==> src/rtl/crc_nibble_pkg.sv <==
package crc_nibble_pkg;

  // Next-value select for the remainder register.
  typedef enum logic [1:0] {
    SEL_HOLD   = 2'b00,
    SEL_CLEAR  = 2'b01,
    SEL_UPDATE = 2'b10,
    SEL_SHIFT  = 2'b11
  } remSel_e;

  // Strobes sent from control to datapath.
  typedef struct packed {
    remSel_e sel;
    logic    active;
  } ctrlStrobe_t;

endpackage

==> src/rtl/crc_nibble_update.sv <==
// Unrolled CRC update: one polynomial step per data bit, MSB first.
module crc_nibble_update #(
  parameter int CRC_W  = 8,
  parameter int DATA_W = 4,
  parameter logic [CRC_W-1:0] POLY = 8'h07
) (
  input  logic [CRC_W-1:0]  remIn,
  input  logic [DATA_W-1:0] dataIn,
  output logic [CRC_W-1:0]  remOut
);

  logic [CRC_W-1:0] stage [DATA_W+1];

  assign stage[0] = remIn;

  for (genvar s = 0; s < DATA_W; s++) begin : g_step
    logic feedback;
    logic [CRC_W-1:0] shifted;
    assign feedback = stage[s][CRC_W-1] ^ dataIn[DATA_W-1-s];
    assign shifted  = {stage[s][CRC_W-2:0], 1'b0};
    assign stage[s+1] = feedback ? (shifted ^ POLY) : shifted;
  end

  assign remOut = stage[DATA_W];

endmodule

==> src/rtl/crc_nibble_ctrl.sv <==
// Decodes the three controls into a remainder select; clear wins over mode.
module crc_nibble_ctrl
  import crc_nibble_pkg::*;
(
  input  logic        initReq,
  input  logic        calcMode,
  input  logic        dataValid,
  output ctrlStrobe_t strobe
);

  remSel_e selNext;

  always_comb begin
    if (initReq) begin
      selNext = SEL_CLEAR;
    end else if (!dataValid) begin
      selNext = SEL_HOLD;
    end else if (calcMode) begin
      selNext = SEL_UPDATE;
    end else begin
      selNext = SEL_SHIFT;
    end
  end

  assign strobe.sel    = selNext;
  assign strobe.active = (selNext != SEL_HOLD);

endmodule

==> src/rtl/crc_nibble_dp.sv <==
// Remainder register with four-way next-value select and inverted readout.
module crc_nibble_dp
  import crc_nibble_pkg::*;
#(
  parameter int CRC_W  = 8,
  parameter int DATA_W = 4,
  parameter logic [CRC_W-1:0] POLY = 8'h07
) (
  input  logic              clk,
  input  logic              rstN,
  input  ctrlStrobe_t       strobe,
  input  logic [DATA_W-1:0] dataIn,
  output logic [DATA_W-1:0] crcOut
);

  localparam int KEEP_W = CRC_W - DATA_W;

  logic [CRC_W-1:0] remQ;
  logic [CRC_W-1:0] remUpd;
  logic [CRC_W-1:0] remShift;
  logic [CRC_W-1:0] remNext;

  crc_nibble_update #(
    .CRC_W (CRC_W),
    .DATA_W(DATA_W),
    .POLY  (POLY)
  ) u_update (
    .remIn (remQ),
    .dataIn(dataIn),
    .remOut(remUpd)
  );

  assign remShift = {remQ[KEEP_W-1:0], {DATA_W{1'b0}}};

  always_comb begin
    unique case (strobe.sel)
      SEL_CLEAR:  remNext = '0;
      SEL_UPDATE: remNext = remUpd;
      SEL_SHIFT:  remNext = remShift;
      default:    remNext = remQ;
    endcase
  end

  always_ff @(posedge clk or negedge rstN) begin
    if (!rstN) begin
      remQ <= '0;
    end else if (strobe.active) begin
      remQ <= remNext;
    end
  end

  assign crcOut = ~remQ[CRC_W-1 -: DATA_W];

endmodule

==> src/rtl/crc_nibble_gen.sv <==
module crc_nibble_gen
  import crc_nibble_pkg::*;
#(
  parameter int CRC_W  = 8,
  parameter int DATA_W = 4,
  parameter logic [CRC_W-1:0] POLY = 8'h07
) (
  input  logic              clk,
  input  logic              rstN,
  input  logic [DATA_W-1:0] dataIn,
  input  logic              initReq,
  input  logic              calcMode,
  input  logic              dataValid,
  output logic [DATA_W-1:0] crcOut
);

  ctrlStrobe_t strobe;

  crc_nibble_ctrl u_ctrl (
    .initReq  (initReq),
    .calcMode (calcMode),
    .dataValid(dataValid),
    .strobe   (strobe)
  );

  crc_nibble_dp #(
    .CRC_W (CRC_W),
    .DATA_W(DATA_W),
    .POLY  (POLY)
  ) u_dp (
    .clk   (clk),
    .rstN  (rstN),
    .strobe(strobe),
    .dataIn(dataIn),
    .crcOut(crcOut)
  );

endmodule

==> config.mk <==
export PLATFORM = sky130hd
export DESIGN_NAME = crc_nibble_gen
export DESIGN_NICKNAME = d
export VERILOG_FILES = /design/src/rtl/crc_nibble_pkg.sv /design/src/rtl/crc_nibble_update.sv /design/src/rtl/crc_nibble_ctrl.sv /design/src/rtl/crc_nibble_dp.sv /design/src/rtl/crc_nibble_gen.sv
export SDC_FILE = /design/constraint.sdc
export NUM_CORES = 1
export LEC_CHECK = 0
export ABC_CLOCK_PERIOD_IN_PS = 4300
export BUFFER_PORTS_ARGS = -buffer_cell sky130_fd_sc_hd__buf_2
export CAP_MARGIN = 20
export CORE_UTILIZATION = 35
export CTS_CLUSTER_DIAMETER = 150
export CTS_CLUSTER_SIZE = 20
export DETAILED_ROUTE_END_ITERATION = 8
export PLACE_DENSITY_LB_ADDON = 0.05
export SLEW_MARGIN = 10
export SYNTH_ARGS = -nofsm -noshare
export SYNTH_HDL_FRONTEND = slang
export SYNTH_SLANG_ARGS = --single-unit
==> constraint.sdc <==
create_clock -name clk -period 4.3 [get_ports clk]
set_clock_uncertainty 0.05 [all_clocks]
set_input_delay 0 -clock clk [delete_from_list [all_inputs] [get_ports clk]]
set_output_delay 0 -clock clk [all_outputs]
set_load 0.01 [all_outputs]
==> results.toml <==
[power]
power_switching_w = 0.0000485
power_frac_seq_pct = 44.6
sw_frac_of_total_pct = 25.8
share_comb_of_total_power_pct = 25.3
ir_drop_mv = 0.121
p_int_w = 0.000139
total_power_w = 0.000188
pwr-share-clk_pct = 30.1
cellPowerDensity_nw_per_um2 = 311
p_leak_nw = 0.276

[sta]
finalCritPeriodShare_pct = 34.8
setup_viol = 0
tns_ns = 0
finalCriticalPeriod_ns = 1.50
max_slew.worst_pin.slew_ns = 0.363
max-slew-margin-rel_pct = 75.7
fmax_mhz = 667
rsz0062_at_grt = "false"
hold_slack_ns = 0.0286
finalHoldViolCount = 0
slew_violations = 0

[routing]
vias = 346
drtPass1Iterations = 2
drcViolationCount = 0
wl_per_cell_um = 11.4
routed_wl_um = 866
viasPerCell = 4.55
drtIter0Drc = 2
ant_nets = 0

[global_route]
grt_pass1_wl_um = 1320
track_usage_pct = 13.4
antenna_found_initial = 0
grt_overflow_total = 0
grt_max_degree = 15
grt_pass1_vias = 327

[clock_tree]
tritoncts.num_buffers = 3
cts_sinks = 8
htreeDepth = 1
cts_tree = "yes"
insertion_delay_ns = 0.25
cts.clk_slew.worst_paths_ns = 0.05
clockRootBuffer = "clkbuf_4"
cts.path.max_buffers = 2
cts_setup_buffers = 0

[worst_setup_path]
reg2regPathDepth = 4
slowest_stage = "xnor3_1"
critical_path.startpoint_type = "register"
endpoint_kind = "register"
setup.worst_path.class = "register to register"
max_stage_delay_ns = 0.42
rr_startpoint = "u_dp.remQ[4]"
crit_required_ns = 4.43
crit_chain = "xor2_2 -> xnor3_1 -> nand3b_1 -> a21oi_2"
rrSetupSlack_ns = 2.80
r2r-end = "u_dp.remQ[2]"
cp.arrival_ns = 1.63
crit_fanout = 3

[place]
place.gp.congestion = 0.694
hpwl_um = 653
dp.cells = 71
numPortBuffers = 12

[logic_synthesis]
syn_inst = 46
syn_avg_cell_area_sq_um = 10.7
synth.net_count = 55
yosys.area.top_type = "dfrtp_1"
yosysSeqAreaShare_pct = 40.7
netlist_area_sq_um = 492
async_reset_ff_share_pct = 100
ys_warn_count = 0
synth_cell_types = 20
synthTopCellsByCount = "dfrtp_1, inv_1, nand2b_1, nor2_1, xnor2_1"
synth_seq_cells = 8
synth_top_area_share_pct = 40.7
synth_edf_count = 0
synthTopCellsByArea = "dfrtp_1, xnor3_1, xnor2_1, nand2b_1, mux2i_1"
synthFlopType = "dfrtp_1"
synth.most_common_cell = "dfrtp_1"

[finish]
drive_gt1_share_pct = 31.1
largest-register = "u_dp.remQ"
reg_top3 = "u_dp.remQ (8)"
largest_reg_flops = 8
nFillCells = 144
stdcell_count = 76
nets = 72
antenna_cells = 0
layout-area-overhead-vs-synth_pct = 22.9

[floorplan]
dieArea_sq_um = 1560
rows = 13
core-area_sq_um = 1300
io-pin-count = 13
die_h_um = 39.5
chipWidth_um = 39.5
initial_core_util_pct = 37.8

[job]
cap_viol_max_count = 0

[status]
status = "finished clean"

[min_path]
hp-class = "input pin to register"
min_to = "u_dp.remQ[0]"
min-delay-start = "calcMode"
hold_depth = 3
placed cells by master, fill, tap and decap left out, types with 2 or more instances in the layout:
cell type / instances
a21oi_1: 3
buf_2: 12
clkbuf_4: 3
dfrtp_1: 8
dlygate4sd3_1: 2
inv_1: 4
mux2i_1: 2
nand2b_1: 4
nand3_1: 3
nand3b_1: 2
nor2_1: 4
xnor2_1: 4
xnor3_1: 2
power groups by stage:
stage | logic [W] | registers [W] | clock network (W)
final | 0.0000474 | 0.0000837 | 0.0000566
after global routing | 0.0000528 | 0.0000842 | 0.0000635
after CTS | 0.0000482 | 0.0000838 | 0.0000602
after detailed placement | 0.0000464 | 0.0000852 | 0
after global placement | 0.0000461 | 0.0000847 | 0
after floorplan | 0.0000350 | 0.0000843 | 0
worst max-delay path by stage:
stage                 start      endpoint  slack [ns]  cells past startpoint
2_1_floorplan  u_dp.remQ[4]  u_dp.remQ[2]        2.91                      4
5_1_grt        u_dp.remQ[6]  u_dp.remQ[4]        2.67                      4
4_1_cts        u_dp.remQ[6]  u_dp.remQ[4]        2.78                      4
3_5_place_dp   u_dp.remQ[6]  u_dp.remQ[4]        2.79                      4
6_report       u_dp.remQ[4]  u_dp.remQ[2]        2.80                      4
3_3_place_gp   u_dp.remQ[4]  u_dp.remQ[2]        2.83                      4
final cells by class:
cell class / count / area, sq um / share of cell area, %
multi-input combinational: 32 / 268 / 44.3
sequential: 8 / 200 / 33.1
timing repair buffer: 14 / 80.1 / 13.3
clock buffer: 3 / 22.5 / 3.73
tap: 15 / 18.8 / 3.11
inverter: 4 / 15.0 / 2.48
per-layer routing:
metal / up-vias / share of wire, % / track usage [%]
met3: 0 / 5.9 / 3.41
met1: 155 / 50 / 17.1
li1: 180 / - / -
met5: - / 0 / 0
met2: 11 / 44 / 18.9
met4: 0 / 0 / 10.3
through the flow:
stage | util (%) | setup WS, ns | area (sq um)
6_report | 46.4 | 2.80 | 604
5_1_grt | 46.4 | 2.67 | 604
4_1_cts | 46.4 | 2.78 | 604
3_5_place_dp | 43.2 | 2.79 | 562
3_3_place_gp | 43.2 | 2.83 | 562
2_1_floorplan | - | 2.91 | 492
critical path: cells and delay by family, from the launching register on:
family,cells,cell delay [ns]
xor gates and xnor gates,2,0.66
DFF,1,0.41
and+or+nand+nor,1,0.18
AOI/OAI and AO/OA,1,0.13
repair_timing:
| item | in CTS | in global routing |
|---|---|---|
| resized for setup | 0 | 0 |
| endpoints found under the hold margin | 16 | 0 |
| hold buffers | 2 | 0 |
cells by family after synthesis:
group                     share of synthesized area [%]
xor gates and xnor gates                           24.7
DFF                                                40.7
AOI/OAI and AO/OA                                  10.2
and+or+nand+nor                                    15.5
buffers and inverters                              4.83
muxes                                              4.07
(Power assumes the default switching activity.)
